--- src/rtl/xpt_prog_seq.sv ---
module xpt_prog_seq #(
  parameter int MAX_DEV = 4,
  parameter int HALF    = 2,
  parameter int SETUP   = 3
) (
  input  logic                           clk,
  input  logic                           rst_n,
  input  logic                           start,
  input  logic                           addr_mode,
  input  logic                           three_wire,
  input  logic [$clog2(MAX_DEV+1)-1:0]   n_dev,
  input  logic [16*MAX_DEV-1:0]          frames,
  input  logic [1:0]                     upd_out,
  input  logic [2:0]                     upd_in,
  input  logic                           upd_off,
  output logic                           sclk,
  output logic                           cs_n,
  output logic                           sdo,
  output logic                           cfg,
  output logic                           busy,
  output logic                           done
);
  localparam int FW   = 16 * MAX_DEV;
  localparam int NW   = $clog2(MAX_DEV + 1);
  localparam int CW   = $clog2(FW + 1);
  localparam int TMAX = (HALF > SETUP) ? HALF : SETUP;
  localparam int TW   = $clog2(TMAX + 1);
  localparam logic [TW-1:0] H1 = TW'(HALF - 1);

  typedef enum logic [3:0] {IDLE, SEL, HI, LO, DESEL, T_HI, T_LO, CMT, FIN} st_t;

  st_t            st;
  logic [TW-1:0]  tmr;
  logic [CW-1:0]  cnt;
  logic [FW-1:0]  sh, stream;
  logic [NW-1:0]  n_eff;
  logic           am, w3, cfg_r;

  assign n_eff = (n_dev == '0) ? NW'(1) : (int'(n_dev) > MAX_DEV) ? NW'(MAX_DEV) : n_dev;

  always_comb begin
    stream = '0;
    if (addr_mode) stream[5:0] = {upd_off, upd_in, upd_out};
    else
      for (int k = 0; k < MAX_DEV; k++)
        if (k < int'(n_eff)) stream[16*k +: 16] = frames[16*(int'(n_eff)-1-k) +: 16];
  end

  assign sdo  = sh[0];
  assign cfg  = w3 ? cs_n : cfg_r;
  assign busy = (st != IDLE);
  assign done = (st == FIN);

  always_ff @(posedge clk or negedge rst_n) begin
    if (!rst_n) begin
      st <= IDLE; tmr <= '0; cnt <= '0; sh <= '0;
      sclk <= 1'b0; cs_n <= 1'b1; cfg_r <= 1'b0; am <= 1'b0; w3 <= 1'b0;
    end else if (st != IDLE && st != FIN && tmr != '0) begin
      tmr <= tmr - 1'b1;
    end else begin
      case (st)
        IDLE: if (start) begin
          sh   <= stream;
          cnt  <= addr_mode ? CW'(6) : CW'(16 * int'(n_eff));
          am   <= addr_mode;
          w3   <= three_wire;
          cs_n <= 1'b0;
          tmr  <= TW'(SETUP - 1);
          st   <= SEL;
        end
        SEL: begin sclk <= 1'b1; tmr <= H1; st <= HI; end
        HI:  begin sclk <= 1'b0; tmr <= H1; st <= LO; end
        LO: begin
          sh  <= sh >> 1;
          cnt <= cnt - 1'b1;
          tmr <= H1;
          if (cnt == CW'(1)) begin cs_n <= 1'b1; st <= DESEL; end
          else begin sclk <= 1'b1; st <= HI; end
        end
        DESEL: begin
          tmr <= H1;
          if (am) begin sclk <= 1'b1; st <= T_HI; end
          else if (w3) st <= FIN;
          else begin cfg_r <= 1'b1; st <= CMT; end
        end
        T_HI: begin sclk <= 1'b0; tmr <= H1; st <= T_LO; end
        T_LO: begin
          tmr <= H1;
          if (w3) st <= FIN;
          else begin cfg_r <= 1'b1; st <= CMT; end
        end
        CMT: begin cfg_r <= 1'b0; st <= FIN; end
        FIN: st <= IDLE;
        default: st <= IDLE;
      endcase
    end
  end
endmodule


--- config.mk ---
export PLATFORM = sky130hd
export DESIGN_NAME = xpt_prog_seq
export DESIGN_NICKNAME = d
export VERILOG_FILES = /design/src/rtl/xpt_prog_seq.sv
export SDC_FILE = /design/constraint.sdc
export NUM_CORES = 1
export LEC_CHECK = 0
export BUFFER_PORTS_ARGS = -buffer_cell sky130_fd_sc_hd__buf_2
export CORE_MARGIN = 1
export CORE_UTILIZATION = 45
export DETAILED_ROUTE_END_ITERATION = 10
export GPL_TIMING_DRIVEN = 0
export PLACE_DENSITY_LB_ADDON = 0.05
export SLEW_MARGIN = 20
export SYNTH_ARGS = -nofsm -noshare
export SYNTH_HDL_FRONTEND = slang
export SYNTH_SLANG_ARGS = --single-unit
--- constraint.sdc ---
create_clock -name clk -period 2.65 [get_ports clk]
set_input_delay 0.3975 -clock clk [delete_from_list [all_inputs] [get_ports clk]]
set_output_delay 0.3975 -clock clk [all_outputs]
set_load 0.02 [all_outputs]
==> Yosys cells after proc, flatten, opt, wreduce, memory -nomap -nowiden <==
Index checks and enable logic that the tools add are counted.
{ "word_totals": {"reg_bits": 82, "input_bits": 78, "output_inout_bits": 6, "wordCells": 91} }
{ "op_classes": {"n_addsub": 6, "magnitude_cmp": 5, "eq_ne": 16, "shift": 4, "mux": 31, "bitwise": 1, "reduce_logical": 19} }
{ "ops": {"columns": ["operator", "count"], "rows": [
  ["64-bit one-hot mux with 2 select lines", 1],
  ["64-bit by 32-bit indexed part select with 16-bit output", 2],
  ["16-bit 2-to-1 mux", 4],
  ["64-bit 2-to-1 mux", 1],
  ["64-bit by 8-bit indexed part select with 16-bit output", 1],
  ["64-bit by 9-bit indexed part select with 16-bit output", 1],
  ["58-bit 2-to-1 mux", 1],
  ["4-bit one-hot mux with 8 select lines", 1],
  ["4-bit by 3-bit == test with 1-bit output, second input constant", 4],
  ["7-bit 2-to-1 mux", 2],
  ["7-bit one-hot mux with 2 select lines", 1],
  ["4-bit 2-to-1 mux", 3],
  ["2-bit != test, second input constant", 5],
  ["4-bit by 3-bit subtractor with 5-bit output, second input constant", 2],
  ["3-bit 2-to-1 mux", 3],
  ["3-bit AND reduction", 3],
  ["4-bit by 2-bit == test with 1-bit output, second input constant", 2],
  ["4-bit AND reduction", 2],
  ["4-bit nonzero test", 2],
  ["7-bit by 1-bit == test with 1-bit output, second input constant", 1],
  ["1-bit 2-to-1 mux", 7],
  ["7-bit by 1-bit subtractor with 7-bit output, second input constant", 1],
  ["1-bit by 3-bit less-than comparator with 1-bit output, first input constant", 2],
  ["2-bit by 3-bit less-than comparator with 1-bit output, first input constant", 2],
  ["23 further kinds", 28]
]} }

==> Longest topological paths before layout <==
{ "depth": {"depth_word": 10, "depth_mapped": 15, "ltp_nobuf": 9} }

==> Worst setup path before layout <==
Ideal clock, no wire load.
{ "synth_path": {"path_type": "input to register", "from": "input port n_dev[0]", "to": "register sh[38]", "setup_ns": 0.126, "t_arrival_ns": 3.106, "required_ns": 2.524, "setup_slack_ns": -0.582, "cell_stages": 15, "path_buffers": 6, "cell_sequence": "buf_6 -> nor2b_4 -> nor2_8 -> inv_6 -> buf_6 -> clkbuf_1 -> ha_1 -> inv_1 -> clkbuf_1 -> ha_1 -> nor4b_1 -> and3_1 -> buf_2 -> buf_4 -> a221o_1"} }
{ "synth_via": {"elab_chain_len": 10, "word_cells_on_any_way": 12, "classes_between": "add/sub (2); order compare (2); shift (1); mux (6); reduce/logical (1)"} }
{ "synth_lines": {"columns": ["element", "line_no", "text"], "rows": [
  ["start, declared", "11", "input logic [$clog2(MAX_DEV+1)-1:0] n_dev,"],
  ["3-bit > comparator", "39", "assign n_eff = (n_dev == '0) ? NW'(1) : (int'(n_dev) > MAX_DEV) ? NW'(MAX_DEV) : n_dev;"],
  ["3-bit 2-to-1 mux", "39", null],
  ["3-bit 2-to-1 mux (*)", "39", null],
  ["3-bit by 1-bit subtractor with 4-bit output", "46", "if (k < int'(n_eff)) stream[16*k +: 16] = frames[16*(int'(n_eff)-1-k) +: 16];"],
  ["4-bit by 3-bit subtractor with 5-bit output", "46", null],
  ["64-bit by 32-bit indexed part select with 16-bit output", "46", null],
  ["16-bit 2-to-1 mux (*)", "46", null],
  ["58-bit 2-to-1 mux (*)", "43", "if (addr_mode) stream[5:0] = {upd_off, upd_in, upd_out};"],
  ["64-bit 2-to-1 mux (*)", "62", "IDLE: if (start) begin"],
  ["64-bit one-hot mux with 2 select lines (*)", "61", "case (st)"],
  ["end signal, assigned", "63", "sh <= stream;"],
  ["end signal, assigned", "74", "sh <= sh >> 1;"],
  ["end, declared", "35", "logic [FW-1:0] sh, stream;"]
]} }
Every way passes the cells marked *; elsewhere a longest branch is shown, timed or not. The select of a mux whose other input is x is not followed.
A chain may end at the register's enable or synchronous reset.

==> Worst setup path in the final report <==
{ "layout_path": {"from": "input port n_dev[2]", "to": "register sh[38]"} }
Same word-level chain as after synthesis.

==> flow_summary.ini <==
[pwr]
p_per_area_nw_per_um2 = 1020
peakVddDrop_v = 0.000725
leakage_nw = 2.85

[setup_path]
cp.arrival_ns = 2.76
start_kind = input pin
path_buf_inv = 7
r2r-start = tmr[0]$_DFFE_PN0P_
reg2regPathDepth = 8
endpoint_kind = flip-flop
cpMaxStageDelayCell = a221o_1
rrSetupSlack_ns = 0.30
critPathKind = in2reg
cp_top_family = buffers and inverters
worstReg2RegEnd = cnt[4]$_DFFE_PN0P_
cpPeakStageDelay_ns = 0.31
path_max_fanout = 10
crit_chain = buf_2 > nand2b_1 > clkbuf_2 > inv_1 > ha_4 > inv_4 > clkbuf_8 > ha_4 > nor4b_2 > and3_1 > buf_6 > buf_6 > a221o_1
required_ns = 2.89

[synthesis]
syn_avg_cell_area_um2 = 9.96
synth-simple-area-share_pct = 17.2
netlist_area_um2 = 5330
yosysWarnings = 1
synth_area_leaders = dfrtp_1 (38%), mux4_2 (9.3%), nor2_1 (5.2%)
yosysTopAreaCell = dfrtp_1
ys_seq_area_share_pct = 38.5
ys_top_cells_by_count = dfrtp_1 (81), nor2_1 (74), o21ai_0 (33), clkbuf_1 (32), and3_1 (29)
synthCells = 535
synth_xor_area_share_pct = 0
synth_nets = 619
synth_top_family_by_area = compound AO/OA/AOI/OAI gates
synth.distinct_cells = 57
yosysMostFrequentCell = dfrtp_1
synth_top_area_share_pct = 38.0
ys.flop_type = dfrtp_1
synthMuxAreaShare_pct = 16.3
synth_enable_flop_cells = 0
synth_fa_ha_area_share_pct = 1.41
async_reset_ff_share_pct = 100
synth_compound_area_share_pct = 20.6
synth_seq_cells = 82

[global_route]
globalRouteOverflowTotal = 0
grt_pass1_wl_um = 26500
grt_max_degree = 48
grt_usage_pct = 28.1
grt_pass1_vias = 4805
grt_antenna_before_repair = 0

[die]
die-area_um2 = 12300
initial_core_util_pct = 46.5
die_h_um = 111
die_x_um = 111
io_pins = 84
core_um2 = 11500
rows = 39

[placement]
io_buffers = 82
dp.cells = 761
dp_hpwl_um = 12400
pre_cts_slack_ns = -0.593
routabilityCongestion = 0.950

[outcome]
status = finished, final reports clean

[cts]
postCtsHoldBufs = 0
cts_sinks = 82
cts_setup_buffers = 0
clk_latency_ns = 0.35
cts_tree = yes
cts_root_buffer = clkbuf_16
cts_made_buffers = 9
clk_pin_slew_worst_paths_ns = 0.07
h-tree-depth = 3
clk_path_buf_depth = 2

[final_layout]
drive_gt1_share_pct = 25.6
stdcell_count = 775
syn_to_final_growth_pct = 18.9
nNetsFinal = 711
fill_cells = 1051
register_area_um2 = 2050
multi_input_area_um2 = 2990
n_antenna_cell = 0

[sta]
finalCriticalPeriod_ns = 2.52
slew_headroom_pct = 37.6
finalHoldViolations = 0
worst_slew_pin_slew_ns = 0.931
timing.final.crit_share_pct = 95.2
slew_viol_final = 0
setup_violations = 0
max_freq_ghz = 0.396
rsz0062_at_grt = no
fin_ws_ns = 0.127
clock-skew-final_ns = 0.00914

[route]
antenna_left = 0
vias = 4899
drc = 0
drt-total-wl_um = 16600
vias_per_cell = 6.32
wire_per_inst_um = 21.4
drt_iter0_markers = 436
dr.pass1.iters = 5

[job]
maxCapViolCount = 0

[worst_hold_path]
min_path_type = in2async
[placed cells by master, fill, tap and decap left out, types with 4 or more instances in the layout]
cell	netlist	layout
ha_1	6	4
mux4_2	22	22
mux2i_1	22	22
inv_1	15	14
nor3b_1	9	9
a31oi_1	12	12
o311ai_0	12	12
and3_1	29	29
o21ai_0	33	33
nor2_1	74	74
a221o_1	26	26
o221ai_1	8	8
buf_2	14	95
mux2_2	4	4
clkbuf_16	0	9
nand2b_1	5	5
mux4_1	4	4
nand2_1	28	28
o22ai_1	5	5
a221oi_1	25	25
clkbuf_1	32	25
a21oi_1	16	16
nor2b_1	8	8
dfrtp_1	81	81
[stage by stage]
| step | total power [mW] | TNS [ns] | hold WS [ns] | cell area (um2) | util, % |
|---|---|---|---|---|---|
| CTS | 6.44 | 0 | 0.0269 | 6340 | 55.3 |
| detailed placement | 5.05 | -11.08 | 0.402 | 6020 | 52.5 |
| floorplan | 4.14 | 0 | 0.102 | 5400 | - |
| finish | 6.45 | 0 | 0.0130 | 6340 | 55.3 |
| global placement | 4.97 | -9.55 | 0.451 | 5990 | 52.2 |
| global route | 6.88 | 0 | 0.0486 | 6340 | 55.3 |
[flip-flops by register name, indices dropped and copies added, names as in the netlist]
name / count
cs_n: 1
am: 1
cnt: 7
tmr: 2
sclk: 1
sh: 64
cfg_r: 1
st: 4
w3: 1
[layer usage]
layer | global-route usage [%] | wire, um | vias up
met5 | 0 | 0 | -
met4 | 10.5 | 316 | 0
met3 | 7.16 | 1370 | 24
met2 | 44.8 | 7880 | 210
met1 | 37.0 | 7030 | 2423
li1 | - | - | 2242
[cells by family after synthesis]
| kind of cell | count (synthesis) |
|---|---|
| compound gates | 149 |
| fa+ha+maj | 6 |
| buf+inv | 67 |
| flops | 82 |
| mux | 52 |
| other cells | 1 |
| simple gates | 178 |
[how the worst max path moves through the flow]
stage,to,cells after the start,startpoint,slack (ns)
after floorplan,sh[14]$_DFFE_PN0P_,11,n_dev[0],0.1
after global placement,sh[14]$_DFFE_PN0P_,9,n_dev[2],-0.51
after detailed placement,sh[14]$_DFFE_PN0P_,9,n_dev[2],-0.59
after CTS,sh[36]$_DFFE_PN0P_,11,n_dev[1],0.02
after global routing,sh[38]$_DFFE_PN0P_,14,n_dev[1],0.02
final,sh[38]$_DFFE_PN0P_,13,n_dev[2],0.13
[power by group]
part	switching [mW]	total (mW)	internal [mW]	leakage, nW
clock network	0.560	1.39	0.832	0.156
registers	0.351	2.17	1.82	1.01
logic	1.73	2.88	1.14	1.68
total	2.65	6.45	3.80	2.85
[cell type report]
type                       count  share of cell area, %
multi-input combinational    386                   47.2
sequential                    82                   32.4
timing repair buffer          83                   6.95
buffer                        49                   4.36
clock buffer                   9                   3.55
tap                          143                   2.82
clock inverter                 7                   1.56
inverter                      16                   1.11
[worst reg2reg max path: cells and delay by family (launching register included)]
| kind | cells | cell delay [ns] |
|---|---|---|
| AOI/OAI and AO/OA | 3 | 0.79 |
| and+or+nand+nor | 1 | 0.20 |
| DFF | 1 | 0.37 |
| adders and majority gates | 1 | 0.21 |
| buffers and inverters | 3 | 0.69 |
[timing repair]
| item | in CTS | in global routing |
|---|---|---|
| setup endpoints to repair | 17 | 17 |
| pin swaps | 0 | 0 |
| endpoints found under the hold margin | 0 | 0 |
| resized for setup | 1 | 6 |
Note: power is estimated with default switching activity, not from simulation.
